### src/rtl/pipe_adc_pkg.sv
package pipe_adc_pkg;
  localparam int CODE_W = 2;
  typedef logic [CODE_W-1:0] stage_code_t;
endpackage

### src/rtl/ec_delay.sv
module ec_delay #(
  parameter int W     = 2,
  parameter int DEPTH = 1
) (
  input  logic         clk_i,
  input  logic         rst_ni,
  input  logic [W-1:0] d_i,
  output logic [W-1:0] q_o
);
  logic [W-1:0] sr_q [DEPTH];

  always_ff @(posedge clk_i or negedge rst_ni) begin
    if (!rst_ni) begin
      for (int i = 0; i < DEPTH; i++) sr_q[i] <= '0;
    end else begin
      sr_q[0] <= d_i;
      for (int i = 1; i < DEPTH; i++) sr_q[i] <= sr_q[i-1];
    end
  end

  assign q_o = sr_q[DEPTH-1];
endmodule

### src/rtl/ec_overlap_add.sv
module ec_overlap_add #(
  parameter int NSTAGE = 11,
  localparam int RES_W = NSTAGE + 1,
  localparam int SUM_W = RES_W + 1
) (
  input  logic [2*NSTAGE-1:0] codes_i,
  output logic [RES_W-1:0]    word_o
);
  logic [SUM_W-1:0] sum;

  always_comb begin
    sum = '0;
    for (int k = 0; k < NSTAGE; k++) begin
      sum = sum + (SUM_W'(codes_i[2*k +: 2]) << (NSTAGE - 1 - k));
    end
    word_o = sum[SUM_W-1] ? '1 : sum[RES_W-1:0];
  end
endmodule

### src/rtl/ec_out_stage.sv
module ec_out_stage #(
  parameter int RES_W = 12,
  parameter int DEPTH = 2
) (
  input  logic             clk_i,
  input  logic             rst_ni,
  input  logic             vld_i,
  input  logic [RES_W-1:0] word_i,
  input  logic             msb_inv_i,
  input  logic             hiz_i,
  output logic [RES_W-1:0] data_o,
  output logic             data_en_o,
  output logic             vld_o
);
  logic [RES_W-1:0] word_q [DEPTH];
  logic [DEPTH-1:0] vld_q;
  logic [RES_W-1:0] last_word;

  always_ff @(posedge clk_i or negedge rst_ni) begin
    if (!rst_ni) begin
      vld_q <= '0;
      for (int j = 0; j < DEPTH; j++) word_q[j] <= '0;
    end else begin
      vld_q[0] <= vld_i;
      if (vld_i) word_q[0] <= word_i;
      for (int j = 1; j < DEPTH; j++) begin
        vld_q[j] <= vld_q[j-1];
        if (vld_q[j-1]) word_q[j] <= word_q[j-1];
      end
    end
  end

  assign last_word = word_q[DEPTH-1];
  assign vld_o     = vld_q[DEPTH-1];
  assign data_en_o = ~hiz_i;
  assign data_o    = hiz_i ? '0 : {last_word[RES_W-1] ^ msb_inv_i, last_word[RES_W-2:0]};

  AST_VALID_SPACING: assert property (@(posedge clk_i) disable iff (!rst_ni)
    vld_o |=> !vld_o);

  AST_HOLD_AFTER_VALID: assert property (@(posedge clk_i) disable iff (!rst_ni)
    vld_o |=> $stable(last_word));
endmodule

### src/rtl/pipe_adc_corrector.sv
module pipe_adc_corrector
  import pipe_adc_pkg::*;
#(
  parameter int NSTAGE   = 11,
  parameter int LAT_HALF = 13,
  localparam int RES_W      = NSTAGE + 1,
  localparam int OUT_STAGES = LAT_HALF - NSTAGE,
  localparam int IN_W       = CODE_W * NSTAGE
) (
  input  logic             clk_i,
  input  logic             rst_ni,
  input  logic [IN_W-1:0]  stage_code_i,
  input  logic             msb_inv_i,
  input  logic             hiz_i,
  output logic [RES_W-1:0] data_o,
  output logic             data_en_o,
  output logic             out_valid_o
);
  logic             phase_q;
  logic [IN_W-1:0]  aligned;
  logic             aligned_vld;
  logic [RES_W-1:0] corr_word;

  always_ff @(posedge clk_i or negedge rst_ni) begin
    if (!rst_ni) phase_q <= 1'b0;
    else         phase_q <= ~phase_q;
  end

  // Later stages wait fewer sub-clock cycles; stage k waits NSTAGE-k+1 edges.
  for (genvar k = 0; k < NSTAGE; k++) begin : g_stage
    ec_delay #(.W(CODE_W), .DEPTH(NSTAGE - k)) u_dly (
      .clk_i  (clk_i),
      .rst_ni (rst_ni),
      .d_i    (stage_code_i[CODE_W*k +: CODE_W]),
      .q_o    (aligned[CODE_W*k +: CODE_W])
    );
  end

  ec_delay #(.W(1), .DEPTH(NSTAGE)) u_vld_dly (
    .clk_i  (clk_i),
    .rst_ni (rst_ni),
    .d_i    (~phase_q),
    .q_o    (aligned_vld)
  );

  ec_overlap_add #(.NSTAGE(NSTAGE)) u_add (
    .codes_i (aligned),
    .word_o  (corr_word)
  );

  ec_out_stage #(.RES_W(RES_W), .DEPTH(OUT_STAGES)) u_out (
    .clk_i     (clk_i),
    .rst_ni    (rst_ni),
    .vld_i     (aligned_vld),
    .word_i    (corr_word),
    .msb_inv_i (msb_inv_i),
    .hiz_i     (hiz_i),
    .data_o    (data_o),
    .data_en_o (data_en_o),
    .vld_o     (out_valid_o)
  );

  AST_NO_WRAP: assert property (@(posedge clk_i) disable iff (!rst_ni)
    aligned_vld |-> (corr_word >= {aligned[CODE_W-1:0], {(RES_W-CODE_W){1'b0}}}));

  AST_ALIGN_ALTERNATE: assert property (@(posedge clk_i) disable iff (!rst_ni)
    aligned_vld |=> !aligned_vld);
endmodule

### config.mk
export PLATFORM = sky130hd
export DESIGN_NAME = pipe_adc_corrector
export DESIGN_NICKNAME = d
export VERILOG_FILES = /design/src/rtl/pipe_adc_pkg.sv /design/src/rtl/ec_delay.sv /design/src/rtl/ec_overlap_add.sv /design/src/rtl/ec_out_stage.sv /design/src/rtl/pipe_adc_corrector.sv
export SDC_FILE = /design/constraint.sdc
export NUM_CORES = 1
export LEC_CHECK = 0
export ABC_AREA = 1
export BUFFER_PORTS_ARGS = -buffer_cell sky130_fd_sc_hd__buf_4
export CAP_MARGIN = 20
export CORE_UTILIZATION = 35
export DETAILED_ROUTE_END_ITERATION = 8
export GPL_TIMING_DRIVEN = 0
export MAX_ROUTING_LAYER = met4
export PLACE_DENSITY = 0.52
export SLEW_MARGIN = 15
export SYNTH_ARGS = -nofsm -noshare
export SYNTH_HDL_FRONTEND = slang
export SYNTH_SLANG_ARGS = --single-unit
export TNS_END_PERCENT = 10
### constraint.sdc
create_clock -name clk_i -period 4.7 [get_ports clk_i]
set_input_delay 0.235 -clock clk_i [delete_from_list [all_inputs] [get_ports clk_i]]
set_output_delay 0.235 -clock clk_i [all_outputs]
set_load 0.01 [all_outputs]
==> results.sh <==
export IMPL_p_per_area_mw_per_mm2=478
export IMPL_synth_cell_type_count=21
export IMPL_drc=0
export IMPL_grt_pass1_vias=2661
export IMPL_yosys_area_top_type="dfrtp_1"
export IMPL_syn_nets=406
export IMPL_grt_overflow=0
export IMPL_synth_avg_cell_area_sq_um=14.1
export IMPL_cp_top_family="simple AND/OR/NAND/NOR gates"
export IMPL_synthesis_instances=369
export IMPL_start_util_pct=35.8
export IMPL_finalWirelength_um=6640
export IMPL_fillCellCount=1325
export IMPL_die_w_um=124
export IMPL_cp_max_fo=3
export IMPL_hpwl_um=4040
export IMPL_path_clk_slew_ns=0.07
export IMPL_post_cts_resized=0
export IMPL_firstDrtPassIters=4
export IMPL_clock_sinks=169
export IMPL_drive_gt1_share_pct=17.7
export IMPL_ir_drop_uv=307
export IMPL_setup_viol=0
export IMPL_drt_wirelength_per_cell_um=10.3
export IMPL_rsz0062_at_grt="no"
export IMPL_finalCriticalPeriod_ns=1.86
export IMPL_clock_latency_ns=0.42
export IMPL_numCtsBuffers=17
export IMPL_reg2reg_from="g_stage[9].u_dly.q_o[0]"
export IMPL_cp_buffers_inverters=2
export IMPL_r2r_end="u_out.word_q[21]"
export IMPL_core_area_sq_mm=0.0145
export IMPL_io_buffers=39
export IMPL_area_delta_synth_final_pct=26.8
export IMPL_cp_data_arrival_time_ns=2.17
export IMPL_num_rows=44
export IMPL_root_buffer="clkbuf_16"
export IMPL_syn_area_sq_mm=0.00520
export IMPL_worst_setup_path_type="flip-flop to flip-flop"
export IMPL_tightestPinTransition_ns=0.563
export IMPL_period_share_pct=39.6
export IMPL_cts_setup_buffers=0
export IMPL_ys_flop_type="dfrtp_1"
export IMPL_holdPathStages=0
export IMPL_die_area_sq_mm=0.0154
export IMPL_seqPwrFrac_pct=50.0
export IMPL_hold_path_class="flip-flop to flip-flop"
export IMPL_combPwrFrac_pct=6.6
export IMPL_whs_endpoint="g_stage[3].u_dly.sr_q[11]"
export IMPL_final_cells=648
export IMPL_gp_congestion=0.791
export IMPL_ios=40
export IMPL_p_sw_share_pct=23.2
export IMPL_clkPwrFrac_pct=43.4
export IMPL_power_internal_mw=2.42
export IMPL_crit_slowest_cell="fa_1"
export IMPL_nets=488
export IMPL_ff2ff_path_depth=13
export IMPL_synth_edf_count=0
export IMPL_cp_common_cell="nand2_1"
export IMPL_finalPower_mw=3.15
export IMPL_slew_headroom_pct=62.5
export IMPL_yosysWarnings=0
export IMPL_die_h_um=124
export IMPL_switchingPower_mw=0.732
export IMPL_start_kind="flip-flop"
export IMPL_cp_required_ns=5.01
export IMPL_grtUsageTotal_pct=10.6
export IMPL_finalClockSkew_ns=0.00716
export IMPL_htree_levels=4
export IMPL_min_delay_start="g_stage[3].u_dly.sr_q[13]"
export IMPL_r2r_setup_slack_ns=2.84
export IMPL_drv_slew=0
export IMPL_slowest_delay_ns=0.39
export IMPL_hold_viol=0
export IMPL_cp_end_kind="flip-flop"
export IMPL_fmax_mhz=537
export IMPL_synthTopCellsByArea="dfrtp_1 81%, nand2_1 4.2%, nor2_1 2.8%"
export IMPL_postRouteAntennaNets=0
export IMPL_max_clock_path_buffers=2
export IMPL_yosysSeqAreaShare_pct=81.2
export IMPL_status="finished, final reports clean"
export IMPL_diodes=0
export IMPL_cts_hold_buffers=23
export IMPL_drv_cap=0
export IMPL_drtIter0Drc=167
export IMPL_synthArstFlopShare_pct=100
export IMPL_p_leak_nw=3.16
export IMPL_cts_tree="built"
export IMPL_num_vias=2659
export IMPL_ys_ff_latch=169
export IMPL_placed_cells=593
export IMPL_grt_pass1_wl_um=11600
export IMPL_worstPathCellList="ha_1 > inv_1 > fa_1 > inv_1 > nand3_1 > nand3_1 > nand2_1 > nand2_1 > nand2_1 > nand2_1 > nand2_1 > nand2_1 > nand2_1"
export IMPL_vias_per_cell=4.10
export IMPL_grt_max_degree=94
export IMPL_antenna_found_initial=0
export IMPL_netlist_area_leader_share_pct=81.3
export IMPL_setup_tns_ns=0
## cells by family (layout without fill, tap and decap cells)
family / Yosys count / after routing / share of synthesized area (%)
AO/OA/AOI/OAI: 25 / 25 / 2.76
XOR/XNOR: 5 / 5 / 0.841
adder cells (fa/ha/maj): 11 / 11 / 2.79
buffers and inverters: 41 / 136 / 2.96
flip-flops: 169 / 169 / 81.3
AND/OR/NAND/NOR: 118 / 118 / 9.40
## Yosys cell counts (all sizes together) (2+ instances only)
cell / n
inv: 37
nand3: 13
nand2: 62
nand4: 2
clkbuf: 4
ha: 10
a21oi: 13
nor2: 39
xnor2: 4
o21ai: 11
dfrtp: 169
## area by class of cell
class                   instances  area [sq um]  share of cell area, %
clock buffers                  19           453                   6.86
clock inverters                13           154                   2.33
well taps                     184           230                   3.49
repair buffers                 63           558                   8.45
flip-flops and latches        169          4230                   64.1
multi-input cells             159           822                   12.5
plain buffers                   4          15.0                  0.227
inverters                      37           139                   2.10
## how the worst max path moves through the flow
stage                                       start                   endpoint  depth (start not counted)
after global routing      g_stage[9].u_dly.q_o[0]           u_out.word_q[21]                         13
final                     g_stage[9].u_dly.q_o[0]           u_out.word_q[21]                         13
after CTS                 g_stage[9].u_dly.q_o[0]           u_out.word_q[21]                         13
after detailed placement  g_stage[9].u_dly.q_o[0]           u_out.word_q[21]                         13
after global placement                     rst_ni  g_stage[2].u_dly.sr_q[16]                          1
after floorplan           g_stage[9].u_dly.q_o[0]           u_out.word_q[21]                         13
## flip-flops by register name, summed over array words and instances (netlist names)
name,cells
u_out.vld_q,2
g_stage.u_dly.sr_q,110
u_out.word_q,12
u_out.last_word,12
u_vld_dly.sr_q,10
u_vld_dly.q_o,1
g_stage.u_dly.q_o,22
## power by group through the flow
stage / Sequential, mW / Clock (mW) / Combinational (mW)
detailed placement: 1.60 / 0 / 0.197
finish: 1.58 / 1.37 / 0.208
CTS: 1.58 / 1.42 / 0.214
global route: 1.59 / 1.48 / 0.239
global placement: 1.60 / 0 / 0.188
floorplan: 1.60 / 0 / 0.107
## cell usage in the layout, fill, tap and decap left out, types with 5 or more instances in the layout
cell,instances
nand3_1,12
ha_1,10
clkbuf_16,17
nand2_1,58
a21oi_1,11
dlygate4sd3_1,23
inv_6,5
dfrtp_1,169
o21ai_0,11
inv_1,36
nor2_1,39
buf_4,38
## worst reg2reg max path, cell delays in order (launching register included)
cell	delay [ns]
dfrtp_1	0.33
ha_1	0.22
inv_1	0.07
fa_1	0.39
inv_1	0.10
nand3_1	0.07
nand3_1	0.14
nand2_1	0.09
nand2_1	0.07
nand2_1	0.05
nand2_1	0.07
nand2_1	0.05
nand2_1	0.06
nand2_1	0.05
## stage by stage
step           area [sq um]  utilization (%)  hold WS [ns]  worst slack [ns]
2_1_floorplan          5200                -       -0.0606              3.08
6_report               6600             45.4         0.345              2.84
5_1_grt                6600             45.4         0.348              2.68
3_3_place_gp           5730             39.4         0.331              2.57
4_1_cts                6600             45.4         0.346              2.80
3_5_place_dp           5760             39.7         0.243              2.82
## routing by layer
layer | vias up | share of wire, % | track usage [%]
li1 | 1317 | - | -
met2 | 49 | 50 | 16.8
met5 | - | 0 | -
met3 | 13 | 4.7 | 4.95
met4 | 0 | 1.9 | 5.58
met1 | 1280 | 44 | 11.1
(Power assumes the default switching activity.)
